$ cat src/rtl/pwr_seq_pkg.sv
package pwr_seq_pkg;

  typedef enum logic [4:0] {
    ST_OFF   = 5'd0,
    ST_ON    = 5'd1,
    ST_FAULT = 5'd2,
    UP_PWR1, UP_PWR2, UP_WPWR, UP_CLK, UP_ISO, UP_RST, UP_SRAM, UP_WSRAM, UP_BP, UP_WBP,
    DN_BP, DN_WBP, DN_SRAM, DN_WSRAM, DN_ISO, DN_RST, DN_CLK, DN_PWR1, DN_PWR2, DN_WPWR
  } seq_state_e;

  typedef enum logic [3:0] {
    ACT_NONE,
    ACT_PWR1_ON, ACT_PWR2_ON, ACT_CLK_EN, ACT_ISO_OFF, ACT_RST_REL, ACT_SRAM_UP, ACT_BP_REL,
    ACT_BP_SET, ACT_SRAM_DN, ACT_ISO_ON, ACT_RST_ON, ACT_CLK_DIS, ACT_PWR1_OFF, ACT_PWR2_OFF
  } seq_act_e;

  function automatic logic is_wait(seq_state_e s);
    return (s == UP_WPWR) || (s == UP_WSRAM) || (s == UP_WBP) ||
           (s == DN_WBP)  || (s == DN_WSRAM) || (s == DN_WPWR);
  endfunction

  function automatic logic is_idle(seq_state_e s);
    return (s == ST_OFF) || (s == ST_ON) || (s == ST_FAULT);
  endfunction

endpackage

$ cat src/rtl/pwr_seq_timer.sv
module pwr_seq_timer #(
  parameter int unsigned LIMIT = 16
) (
  input  logic clk_i,
  input  logic rst_ni,
  input  logic run_i,
  output logic expired_o
);
  localparam int unsigned CNT_W = (LIMIT < 2) ? 1 : $clog2(LIMIT);
  localparam logic [CNT_W-1:0] RELOAD = CNT_W'(LIMIT - 1);

  logic [CNT_W-1:0] cnt_q;

  // reload whenever not waiting; waits are never back to back
  always_ff @(posedge clk_i or negedge rst_ni) begin
    if (!rst_ni)               cnt_q <= RELOAD;
    else if (!run_i)           cnt_q <= RELOAD;
    else if (cnt_q != '0)      cnt_q <= cnt_q - 1'b1;
  end

  assign expired_o = run_i && (cnt_q == '0);

  // a wait of fewer than LIMIT cycles never expires
  p_no_early_expire_r8: assert property (@(posedge clk_i) disable iff (!rst_ni)
    (run_i && !$past(run_i)) |-> (LIMIT < 2) || !expired_o);

endmodule

$ cat src/rtl/pwr_seq_fsm.sv
module pwr_seq_fsm
  import pwr_seq_pkg::*;
#(
  parameter int unsigned           ACK_W        = 4,
  parameter logic [ACK_W-1:0]      ACK_MASK     = 4'b0011,
  parameter bit                    USE_BUS_PROT = 1'b1
) (
  input  logic             clk_i,
  input  logic             rst_ni,
  input  logic             on_req_i,
  input  logic             off_req_i,
  input  logic             pwr_ack_i,
  input  logic             pwr_ack2_i,
  input  logic [ACK_W-1:0] sram_ack_i,
  input  logic             bus_prot_ack_i,
  input  logic             tmr_expired_i,
  output seq_state_e       state_o,
  output seq_act_e         act_o,
  output logic             wait_o,
  output logic             busy_o,
  output logic             done_o,
  output logic             err_o
);
  localparam bit HAS_SRAM_ACK = (ACK_MASK != '0);
  localparam seq_state_e UP_TAIL  = USE_BUS_PROT ? UP_BP : ST_ON;
  localparam seq_state_e DN_FIRST = USE_BUS_PROT ? DN_BP : DN_SRAM;
  localparam seq_state_e UP_AFTER_SRAM = HAS_SRAM_ACK ? UP_WSRAM : UP_TAIL;
  localparam seq_state_e DN_AFTER_SRAM = HAS_SRAM_ACK ? DN_WSRAM : DN_ISO;

  seq_state_e       state_q, state_d;
  logic             done_q, fin;
  logic [ACK_W-1:0] sram_masked;

  assign sram_masked = sram_ack_i & ACK_MASK;

  always_comb begin
    state_d = state_q;
    act_o   = ACT_NONE;
    fin     = 1'b0;
    case (state_q)
      ST_OFF: begin
        if (off_req_i)     fin = 1'b1;
        else if (on_req_i) state_d = UP_PWR1;
      end
      ST_ON: begin
        if (off_req_i)     state_d = DN_FIRST;
        else if (on_req_i) fin = 1'b1;
      end
      ST_FAULT: begin
        if (off_req_i)     state_d = DN_FIRST;
        else if (on_req_i) state_d = UP_PWR1;
      end
      UP_PWR1: begin act_o = ACT_PWR1_ON; state_d = UP_PWR2; end
      UP_PWR2: begin act_o = ACT_PWR2_ON; state_d = UP_WPWR; end
      UP_WPWR: begin
        if (pwr_ack_i && pwr_ack2_i) state_d = UP_CLK;
        else if (tmr_expired_i)      state_d = ST_FAULT;
      end
      UP_CLK:  begin act_o = ACT_CLK_EN;  state_d = UP_ISO;  end
      UP_ISO:  begin act_o = ACT_ISO_OFF; state_d = UP_RST;  end
      UP_RST:  begin act_o = ACT_RST_REL; state_d = UP_SRAM; end
      UP_SRAM: begin act_o = ACT_SRAM_UP; state_d = UP_AFTER_SRAM; end
      UP_WSRAM: begin
        if (sram_masked == '0)  state_d = UP_TAIL;
        else if (tmr_expired_i) state_d = ST_FAULT;
      end
      UP_BP:   begin act_o = ACT_BP_REL; state_d = UP_WBP; end
      UP_WBP: begin
        if (!bus_prot_ack_i)    state_d = ST_ON;
        else if (tmr_expired_i) state_d = ST_FAULT;
      end
      DN_BP:   begin act_o = ACT_BP_SET; state_d = DN_WBP; end
      DN_WBP: begin
        if (bus_prot_ack_i)     state_d = DN_SRAM;
        else if (tmr_expired_i) state_d = ST_FAULT;
      end
      DN_SRAM: begin act_o = ACT_SRAM_DN; state_d = DN_AFTER_SRAM; end
      DN_WSRAM: begin
        if (sram_masked == ACK_MASK) state_d = DN_ISO;
        else if (tmr_expired_i)      state_d = ST_FAULT;
      end
      DN_ISO:  begin act_o = ACT_ISO_ON;   state_d = DN_RST;  end
      DN_RST:  begin act_o = ACT_RST_ON;   state_d = DN_CLK;  end
      DN_CLK:  begin act_o = ACT_CLK_DIS;  state_d = DN_PWR1; end
      DN_PWR1: begin act_o = ACT_PWR1_OFF; state_d = DN_PWR2; end
      DN_PWR2: begin act_o = ACT_PWR2_OFF; state_d = DN_WPWR; end
      DN_WPWR: begin
        if (!pwr_ack_i && !pwr_ack2_i) state_d = ST_OFF;
        else if (tmr_expired_i)        state_d = ST_FAULT;
      end
      default: state_d = ST_FAULT;
    endcase
    if (!is_idle(state_q) && ((state_d == ST_ON) || (state_d == ST_OFF))) fin = 1'b1;
  end

  always_ff @(posedge clk_i or negedge rst_ni) begin
    if (!rst_ni) begin
      state_q <= ST_OFF;
      done_q  <= 1'b0;
    end else begin
      state_q <= state_d;
      done_q  <= fin;
    end
  end

  assign state_o = state_q;
  assign wait_o  = is_wait(state_q);
  assign busy_o  = !is_idle(state_q);
  assign err_o   = (state_q == ST_FAULT);
  assign done_o  = done_q;

  // completion only reported in a settled state
  p_done_idle_r13: assert property (@(posedge clk_i) disable iff (!rst_ni)
    done_o |-> (state_q == ST_ON || state_q == ST_OFF));
  // pulse lasts one cycle
  p_done_pulse_r13: assert property (@(posedge clk_i) disable iff (!rst_ni)
    done_o |=> !done_o);
  // fault entered only from a wait whose timer ran out
  p_fault_from_wait_r8: assert property (@(posedge clk_i) disable iff (!rst_ni)
    (state_q == ST_FAULT && $past(state_q) != ST_FAULT) |-> $past(tmr_expired_i));
  // clock enable step only after both switch acks
  p_clk_after_ack_r2: assert property (@(posedge clk_i) disable iff (!rst_ni)
    (state_q == UP_CLK) |-> $past(pwr_ack_i && pwr_ack2_i));
  // off reached only with both switch acks low
  p_off_after_ack_r3: assert property (@(posedge clk_i) disable iff (!rst_ni)
    (state_q == ST_OFF && $past(state_q) == DN_WPWR) |-> $past(!pwr_ack_i && !pwr_ack2_i));
  // a running sequence advances to its own next step regardless of requests
  p_busy_no_restart_r9: assert property (@(posedge clk_i) disable iff (!rst_ni)
    ($past(busy_o) && busy_o) |-> (state_q != UP_PWR1 && state_q != DN_FIRST));

endmodule

$ cat src/rtl/pwr_seq_ctrl.sv
module pwr_seq_ctrl
  import pwr_seq_pkg::*;
#(
  parameter int unsigned SRAM_W       = 4,
  parameter bit          USE_BUS_PROT = 1'b1
) (
  input  logic              clk_i,
  input  logic              rst_ni,
  input  seq_act_e          act_i,
  output logic              rst_rel_o,
  output logic              iso_o,
  output logic              pwr_on_o,
  output logic              pwr_on2_o,
  output logic              clk_dis_o,
  output logic [SRAM_W-1:0] sram_pdn_o,
  output logic              bus_prot_req_o
);
  logic rst_rel_q, iso_q, pwr_on_q, pwr_on2_q, clk_dis_q;
  logic [SRAM_W-1:0] sram_q;

  always_ff @(posedge clk_i or negedge rst_ni) begin
    if (!rst_ni) begin
      rst_rel_q <= 1'b0;
      iso_q     <= 1'b1;
      pwr_on_q  <= 1'b0;
      pwr_on2_q <= 1'b0;
      clk_dis_q <= 1'b1;
      sram_q    <= '1;
    end else begin
      case (act_i)
        ACT_PWR1_ON:  pwr_on_q  <= 1'b1;
        ACT_PWR2_ON:  pwr_on2_q <= 1'b1;
        ACT_CLK_EN:   clk_dis_q <= 1'b0;
        ACT_ISO_OFF:  iso_q     <= 1'b0;
        ACT_RST_REL:  rst_rel_q <= 1'b1;
        ACT_SRAM_UP:  sram_q    <= '0;
        ACT_SRAM_DN:  sram_q    <= '1;
        ACT_ISO_ON:   iso_q     <= 1'b1;
        ACT_RST_ON:   rst_rel_q <= 1'b0;
        ACT_CLK_DIS:  clk_dis_q <= 1'b1;
        ACT_PWR1_OFF: pwr_on_q  <= 1'b0;
        ACT_PWR2_OFF: pwr_on2_q <= 1'b0;
        default: ;
      endcase
    end
  end

  generate
    if (USE_BUS_PROT) begin : g_bp
      logic bp_q;
      always_ff @(posedge clk_i or negedge rst_ni) begin
        if (!rst_ni)                   bp_q <= 1'b1;
        else if (act_i == ACT_BP_SET)  bp_q <= 1'b1;
        else if (act_i == ACT_BP_REL)  bp_q <= 1'b0;
      end
      assign bus_prot_req_o = bp_q;

      // protection released only with SRAM powered
      p_bp_rel_late_r2: assert property (@(posedge clk_i) disable iff (!rst_ni)
        $fell(bp_q) |-> (sram_q == '0));
      // SRAM lines go down only under protection
      p_bp_first_r3: assert property (@(posedge clk_i) disable iff (!rst_ni)
        (sram_q == '1 && $past(sram_q) != '1) |-> bp_q);
    end else begin : g_no_bp
      assign bus_prot_req_o = 1'b0;
    end
  endgenerate

  assign rst_rel_o  = rst_rel_q;
  assign iso_o      = iso_q;
  assign pwr_on_o   = pwr_on_q;
  assign pwr_on2_o  = pwr_on2_q;
  assign clk_dis_o  = clk_dis_q;
  assign sram_pdn_o = sram_q;

  // one control output (SRAM group as one) per cycle
  p_single_step_r4: assert property (@(posedge clk_i) disable iff (!rst_ni)
    $countones({rst_rel_q ^ $past(rst_rel_q), iso_q ^ $past(iso_q),
                pwr_on_q ^ $past(pwr_on_q), pwr_on2_q ^ $past(pwr_on2_q),
                clk_dis_q ^ $past(clk_dis_q), bus_prot_req_o ^ $past(bus_prot_req_o),
                sram_q != $past(sram_q)}) <= 1);
  // secondary switch follows primary
  p_pwr2_after_pwr1_r2: assert property (@(posedge clk_i) disable iff (!rst_ni)
    $rose(pwr_on2_q) |-> pwr_on_q);
  // isolation dropped only with the clock running
  p_iso_after_clk_r2: assert property (@(posedge clk_i) disable iff (!rst_ni)
    $fell(iso_q) |-> !clk_dis_q);
  // primary switch opened only once isolated and clock stopped
  p_pwr_off_safe_r3: assert property (@(posedge clk_i) disable iff (!rst_ni)
    $fell(pwr_on_q) |-> (iso_q && clk_dis_q && !rst_rel_q));

endmodule

$ cat src/rtl/pwr_domain_seq.sv
module pwr_domain_seq
  import pwr_seq_pkg::*;
#(
  parameter int unsigned      SRAM_W       = 4,
  parameter int unsigned      ACK_W        = 4,
  parameter logic [ACK_W-1:0] ACK_MASK     = 4'b0011,
  parameter bit               USE_BUS_PROT = 1'b1,
  parameter int unsigned      TIMEOUT_CYC  = 16
) (
  input  logic              clk_i,
  input  logic              rst_ni,
  input  logic              on_req_i,
  input  logic              off_req_i,
  input  logic              pwr_ack_i,
  input  logic              pwr_ack2_i,
  input  logic [ACK_W-1:0]  sram_ack_i,
  input  logic              bus_prot_ack_i,
  output logic              rst_rel_o,
  output logic              iso_o,
  output logic              pwr_on_o,
  output logic              pwr_on2_o,
  output logic              clk_dis_o,
  output logic [SRAM_W-1:0] sram_pdn_o,
  output logic              bus_prot_req_o,
  output logic              busy_o,
  output logic              done_o,
  output logic              err_o,
  output logic [4:0]        state_o
);
  seq_state_e state;
  seq_act_e   act;
  logic       waiting, expired;

  pwr_seq_timer #(.LIMIT(TIMEOUT_CYC)) u_timer (
    .clk_i, .rst_ni, .run_i(waiting), .expired_o(expired)
  );

  pwr_seq_fsm #(.ACK_W(ACK_W), .ACK_MASK(ACK_MASK), .USE_BUS_PROT(USE_BUS_PROT)) u_fsm (
    .clk_i, .rst_ni, .on_req_i, .off_req_i, .pwr_ack_i, .pwr_ack2_i, .sram_ack_i,
    .bus_prot_ack_i, .tmr_expired_i(expired), .state_o(state), .act_o(act),
    .wait_o(waiting), .busy_o, .done_o, .err_o
  );

  pwr_seq_ctrl #(.SRAM_W(SRAM_W), .USE_BUS_PROT(USE_BUS_PROT)) u_ctrl (
    .clk_i, .rst_ni, .act_i(act), .rst_rel_o, .iso_o, .pwr_on_o, .pwr_on2_o,
    .clk_dis_o, .sram_pdn_o, .bus_prot_req_o
  );

  assign state_o = state;

  // busy and fault never together
  p_busy_err_excl_r8: assert property (@(posedge clk_i) disable iff (!rst_ni)
    !(busy_o && err_o));
  // outputs frozen while faulted
  p_fault_frozen_r8: assert property (@(posedge clk_i) disable iff (!rst_ni)
    (err_o && $past(err_o)) |-> ($stable(pwr_on_o) && $stable(iso_o) && $stable(sram_pdn_o)));

endmodule

$ cat config.mk
export PLATFORM = sky130hd
export DESIGN_NAME = pwr_domain_seq
export DESIGN_NICKNAME = d
export VERILOG_FILES = /design/src/rtl/pwr_seq_pkg.sv /design/src/rtl/pwr_seq_timer.sv /design/src/rtl/pwr_seq_fsm.sv /design/src/rtl/pwr_seq_ctrl.sv /design/src/rtl/pwr_domain_seq.sv
export SDC_FILE = /design/constraint.sdc
export NUM_CORES = 1
export LEC_CHECK = 0
export ABC_AREA = 1
export CAP_MARGIN = 10
export CORE_MARGIN = 8
export CORE_UTILIZATION = 35
export DETAILED_ROUTE_END_ITERATION = 10
export DONT_BUFFER_PORTS = 1
export GPL_ROUTABILITY_DRIVEN = 0
export PLACE_DENSITY = 0.51
export RECOVER_POWER = 100
export REMOVE_ABC_BUFFERS = 1
export SYNTH_ARGS = -nofsm -noshare
export SYNTH_HDL_FRONTEND = slang
export SYNTH_SLANG_ARGS = --single-unit
$ cat constraint.sdc
create_clock -name clk_i -period 1.5 [get_ports clk_i]
set_input_delay 0.225 -clock clk_i [delete_from_list [all_inputs] [get_ports clk_i]]
set_output_delay 0.225 -clock clk_i [all_outputs]
set_load 0.01 [all_outputs]
== Word-level counts from Yosys, hierarchy flattened ==
Cells that the tools add are included.
W data, S select, Z words.

* Register bits after elaboration: 20
* Input port bits: 11
* Output and inout port bits: 18
* Logic and storage cells: 105

* Add/sub/neg operators: 1
* Equal/unequal tests: 39
* Muxes and demuxes: 28
* Reduce and logical (&&, ||, !) cells: 27

{| class="wikitable"
|+ Operator list
! cell !! number
|-
| $pmux W5 S23 || 1
|-
| $pmux W4 S14 || 1
|-
| $mux W5 || 11
|-
| $eq A5 B4 Y1 const B || 8
|-
| $eq A5 B5 Y1 const B || 7
|-
| $eq A4 B4 Y1 const B || 7
|-
| $eq A5 B3 Y1 const B || 4
|-
| $eq A4 B3 Y1 const B || 4
|-
| $reduce_bool A2 Y1 || 7
|-
| $pmux W1 S2 || 6
|-
| $eq A5 B1 Y1 const B || 2
|-
| $eq A5 B2 Y1 const B || 2
|-
| $logic_not A5 Y1 || 2
|-
| $eq A4 B2 Y1 const B || 2
|-
| $logic_not A4 Y1 || 2
|-
| $logic_or A1 B1 Y1 || 8
|-
| $mux W4 || 2
|-
| $pmux W4 S2 || 1
|-
| $mux W1 || 6
|-
| $eq A4 B1 Y1 const B || 1
|-
| $logic_and A1 B1 Y1 || 4
|-
| $reduce_bool A4 Y1 || 1
|-
| $sub A4 B1 Y4 const B || 1
|-
| $logic_not A1 Y1 || 3
|-
| 2 further kinds || 2
|}

== Longest topological paths before layout ==
* Word-level depth: 14
* Mapped depth: 14
* Mapped depth without buffers: 13

== Cells and area by module ==
A second synthesis with hierarchy kept.

* Cell total of the unflattened synthesis: 283
* Area, all modules: 1655.3 sq um

{| class="wikitable"
|+ By module, submodules not included
! module !! instances !! cells an instance !! area an instance (sq um) !! seq. area each (sq um)
|-
| pwr_seq_fsm || 1 || 198 || 1034.7 || 150.1
|-
| pwr_seq_ctrl || 1 || 52 || 370.4 || 180.2
|-
| pwr_seq_timer || 1 || 33 || 250.2 || 105.1
|}

== Worst setup path before layout ==
No wires, ideal clock.

* Path kind: register to register
* Start: register u_fsm.state_q[4] (netlist: u_fsm.state_o[4])
* End: register u_fsm.done_q (netlist: u_fsm.done_o)
* Arrival time: 1.482 ns
* Path slack: -0.103 ns
* Stages on the path, launching flop included: 13
* Clock period less this slack: 1.603 ns
* Path through: dfrtp_1 -> buf_4 -> nor2_2 -> nand2_1 -> inv_1 -> nand2_1 -> o21ai_1 -> nand2_1 -> nor3b_2 -> nand2_2 -> inv_1 -> nand3_1 -> nand2_1

* Word-level cells in the longest chain between the ends: 14

{| class="wikitable"
|+ Ends and longest elaborated chain
! item !! RTL line !! RTL
|-
| start: declaration || pwr_seq_fsm.sv:30 || <nowiki>seq_state_e state_q, state_d;</nowiki>
|-
| start signal: assignment || pwr_seq_fsm.sv:101 || <nowiki>state_q <= state_d;</nowiki>
|-
| $eq A5 B3 Y1 / $eq A5 B4 Y1 (equally long branches) || pwr_seq_pkg.sv:18, pwr_seq_fsm.sv:40 ||
|-
| $logic_or A1 B1 Y1 (3 in series) || pwr_seq_pkg.sv:18 || <nowiki>return (s == UP_WPWR) || (s == UP_WSRAM) || (s == UP_WBP) ||</nowiki>
|-
| $logic_or A1 B1 Y1 (2 in series) || pwr_seq_pkg.sv:19 || <nowiki>(s == DN_WBP) || (s == DN_WSRAM) || (s == DN_WPWR);</nowiki>
|-
| $logic_and A1 B1 Y1 || pwr_seq_timer.sv:21 || <nowiki>assign expired_o = run_i && (cnt_q == '0);</nowiki>
|-
| $mux W5 || - ||
|-
| $mux W5 (tied with other cells) || pwr_seq_fsm.sv:88 || <nowiki>if (!pwr_ack_i && !pwr_ack2_i) state_d = ST_OFF;</nowiki>
|-
| $pmux W5 S23 * || pwr_seq_fsm.sv:40 || <nowiki>case (state_q)</nowiki>
|-
| net u_fsm.state_d[2] || pwr_seq_fsm.sv:30 ||
|-
| $eq A5 B1 Y1 / $logic_not A5 Y1 (equally long branches) || pwr_seq_fsm.sv:93 || <nowiki>if (!is_idle(state_q) && ((state_d == ST_ON) || (state_d == ST_OFF))) fin = 1'b1;</nowiki>
|-
| $logic_or A1 B1 Y1 * || pwr_seq_fsm.sv:93 ||
|-
| $logic_and A1 B1 Y1 * || pwr_seq_fsm.sv:93 ||
|-
| $mux W1 * || pwr_seq_fsm.sv:93 ||
|-
| net u_fsm.fin || pwr_seq_fsm.sv:31 || <nowiki>logic done_q, fin;</nowiki>
|-
| end signal: assignment || pwr_seq_fsm.sv:102 || <nowiki>done_q <= fin;</nowiki>
|-
| end: declaration || pwr_seq_fsm.sv:31 ||
|}

The timed path passes the listed nets; every way through them passes the cells marked *.
A chain may end at the register's enable or synchronous reset.

== Worst setup path after layout ==
* Start: register u_fsm.state_q[2] (netlist: u_fsm.state_o[2])
* End: register u_fsm.state_q[0] (netlist: u_fsm.state_o[0])

* Word-level cells in the longest chain between the ends: 10

{| class="wikitable"
|+ Ends and longest elaborated chain
! item !! RTL line
|-
| $eq A5 B3 Y1 / $eq A5 B4 Y1 (equally long branches) || pwr_seq_pkg.sv:18, pwr_seq_fsm.sv:40
|-
| $logic_or A1 B1 Y1 (3 in series) || pwr_seq_pkg.sv:18
|-
| $logic_or A1 B1 Y1 (2 in series) || pwr_seq_pkg.sv:19
|-
| $logic_and A1 B1 Y1 || pwr_seq_timer.sv:21
|-
| $mux W5 || -
|-
| $mux W5 (tied with other cells) || pwr_seq_fsm.sv:88
|-
| $pmux W5 S23 * || pwr_seq_fsm.sv:40
|-
| net u_fsm.state_d[0] || pwr_seq_fsm.sv:30
|}

Marks and branches as above.

==> run_results.csv <==
group,metric,value,unit
timing,timing.final.crit_period,1.79,ns
final_layout,most-common-layout-cells,"buf_4, nand2_1, nor2_1",
timing,worstMarginPinSlew,0.804,ns
clocking,clkSlewWorstSetupHoldPaths,0.08,ns
synthesis,ys_seq_area_frac,0.331,
timing,fmax,558,MHz
synthesis,ys.flop_type,"dfrtp_1",
synthesis,async_reset_ff_frac,1.00,
timing,slew_viol_final,0,
die,fp.dieH,77.3,µm
setup_path,cp-start-kind,"flip-flop",
die,die-area,5970,µm²
die,num_rows,22,
timing,setup_viol,8,
grt,grt_pass1_vias,1729,
clocking,clkLatencyLatePin,0.26,ns
die,fp.dieW,77.3,µm
die,io_pins,29,
pwr,power.density,2480,nW/µm²
placement,dp_cells,305,
final_layout,nets,290,
timing,timing.final.hold_violations,0,
timing,finClkSkew,0.00375,ns
synthesis,syn_inst,198,
clocking,cts.sinks,17,
die,coreArea,3630,µm²
grt,grt_pass1_wl,8510,µm
die,start_util,0.362,
synthesis,yosysWarnings,0,
final_layout,drive_above_1_share,0.569,
final_layout,final_common_cell,"buf_4",
clocking,cts_buffers,3,
worst_hold_path,hp-class,"input port to flip-flop",
setup_path,crit_arrival,1.90,ns
setup_path,worst-path-buf-inv,6,
synthesis,synth_edf_count,0,
route,drt-total-wl,5250,µm
clocking,root_buffer,"clkbuf_8",
flow_run,cap_violations,0,
clocking,cts_tree,"yes",
route,drt-vias-per-instance,5.09,
final_layout,fin_cells,324,
setup_path,path_depth,10,
synthesis,yosysUniqueCellTypes,28,
route,drt-initial-drc-count,169,
route,wl_per_cell,16.2,µm
grt,grt_max_degree,18,
status,violations,"negative setup slack",
status,status,"finished with violations",
setup_path,critPathKind,"flip-flop to flip-flop",
synthesis,ys_seq_elements,17,
setup_path,cp_top_family,"buffers and inverters",
placement,place_ws,-0.360,ns
timing,final.period_utilization,1.20,
setup_path,reg2reg_depth,10,
final_layout,area_delta_synth_final,69.3,%
pwr,peakVddDrop,1.28,mV
route,vias,1650,
route,dr.pass1.iters,4,
placement,dp_hpwl,3770,µm
timing,relSlewSlack,0.462,
timing,setup_slack,-0.293,ns
route,drc,0,
clocking,h-tree-depth,1,
placement,portBuffers,0,
final_layout,antenna_cells,0,
setup_path,crit_fanout,6,
grt,grt_use_total,0.176,
setup_path,critPathSlowestCell,"dfrtp_2",
grt,antenna_found_initial,0,
setup_path,critPathMaxStageDelay,0.46,ns
grt,grt_overflow_total,0,
timing,rsz0062_at_grt,"yes",
setup_path,critPathCaptureType,"flip-flop",
route,ant_nets,0,
worst_hold_path,worstHoldPathCells,2,
synthesis,synthesis.area,1310,µm²
synthesis,syn_area_per_cell,6.64,µm²
setup_path,critical_path.cell_chain,"buf_6 > inv_4 > nor2_4 > buf_6 > nand2_4 > inv_2 > buf_4 > buf_4 > nor3_2 > o2111ai_4",
pwr,p_leak,1.15,nW
final_layout,finish.utilization,0.612,
clocking,cts_buffer_depth,2,
setup_path,critPathRequiredTime,1.61,ns
[worst reg2reg max path, cell delays in order (launching register included)]
cell	delay, ns
dfrtp_2	0.46
buf_6	0.14
inv_4	0.05
nor2_4	0.05
buf_6	0.13
nand2_4	0.06
inv_2	0.04
buf_4	0.12
buf_4	0.12
nor3_2	0.28
o2111ai_4	0.19
[metrics by stage]
stage                     hold slack [ns]  setup TNS (ns)  instance area [µm²]  total power (W)
after floorplan                   -0.0706          -0.133                 1270          0.00233
after global placement            -0.0699           -1.33                 1810          0.00393
after detailed placement          -0.0702           -1.51                 1810          0.00395
after CTS                           0.108          -0.955                 2120          0.00508
after global routing                0.122           -2.22                 2220          0.00588
final                               0.115           -1.47                 2220          0.00552
[path summary, 6_finish.rpt]
| check | slack (ns) | to | startpoint |
|---|---|---|---|
| max in group asynchronous | 0.46 | u_fsm.state_o[0]$_DFF_PN0_ | rst_ni |
| worst max-delay path | -0.29 | u_fsm.state_o[0]$_DFF_PN0_ | u_fsm.state_o[2]$_DFF_PN0_ |
| worst min register to register | 0.53 | u_ctrl.clk_dis_o$_DFFE_PN1P_ | u_ctrl.clk_dis_o$_DFFE_PN1P_ |
| min in group asynchronous | 0.49 | u_ctrl.pwr_on_o$_DFFE_PN0P_ | rst_ni |
| worst max register to register | -0.29 | u_fsm.state_o[0]$_DFF_PN0_ | u_fsm.state_o[2]$_DFF_PN0_ |
| worst min-delay path | 0.11 | u_fsm.done_o$_DFF_PN0_ | off_req_i |
[synth_stat cells (2+ instances only)]
master	number	area, µm²
nor3_1	2	10.0
dfrtp_1	9	225
nand4_1	6	37.5
inv_2	4	15.0
dfstp_2	8	210
a21oi_1	3	15.0
xnor2_1	2	17.5
buf_4	4	30.0
inv_1	19	71.3
nor2_2	7	43.8
nand2_2	3	18.8
ha_1	2	25.0
nor2_1	31	116
nand3_1	20	100
nand2_4	2	22.5
o21ai_0	11	55.1
nand2_1	54	203
[routing by layer]
layer	up-vias	wire length [µm]	global-route usage
met3	20	358	0.0338
met2	67	2540	0.294
met5	-	0	0
met4	0	211	0.0943
li1	795	-	-
met1	768	2140	0.206
[cell type report]
type | instances | area [µm²]
sequential | 17 | 442
timing repair buffer | 79 | 633
fill | 314 | 1410
tap | 48 | 60.1
inverter | 24 | 100
clock inverter | 1 | 5.00
clock buffer | 3 | 41.3
multi-input combinational | 152 | 943
[sequential cells by signal (all words and copies together), names as in the netlist]
register / cells
u_ctrl.clk_dis_o: 1
u_timer.cnt_q: 4
u_fsm.done_o: 1
u_ctrl.pwr_on2_o: 1
u_ctrl.rst_rel_o: 1
u_ctrl.iso_o: 1
u_ctrl.sram_pdn_o: 1
u_fsm.state_o: 5
u_ctrl.pwr_on_o: 1
u_ctrl.bus_prot_req_o: 1
[power breakdown]
group | internal (W) | total, W | leakage [nW] | switching [W]
combinational | 0.00204 | 0.00415 | 0.944 | 0.00211
sequential | 0.000693 | 0.000993 | 0.181 | 0.000300
clock | 0.000185 | 0.000369 | 0.0255 | 0.000184
total | 0.00292 | 0.00552 | 1.15 | 0.00260
[what timing repair did]
action,4_1_cts,5_1_grt
hold buffers,1,0
buffers inserted,11,5
pin swaps,19,17
endpoints found under the setup margin,10,15
hold endpoints to repair,17,0
gates resized for setup,56,21
[kinds of logic after synthesis]
group,count (synthesis),share of synthesized area
simple gates,128,0.446
buf+inv,29,0.101
compound gates,20,0.0895
flops,17,0.331
xor+xnor,2,0.0133
fa+ha+maj,2,0.0190
Power figures use the tool's default switching activity.
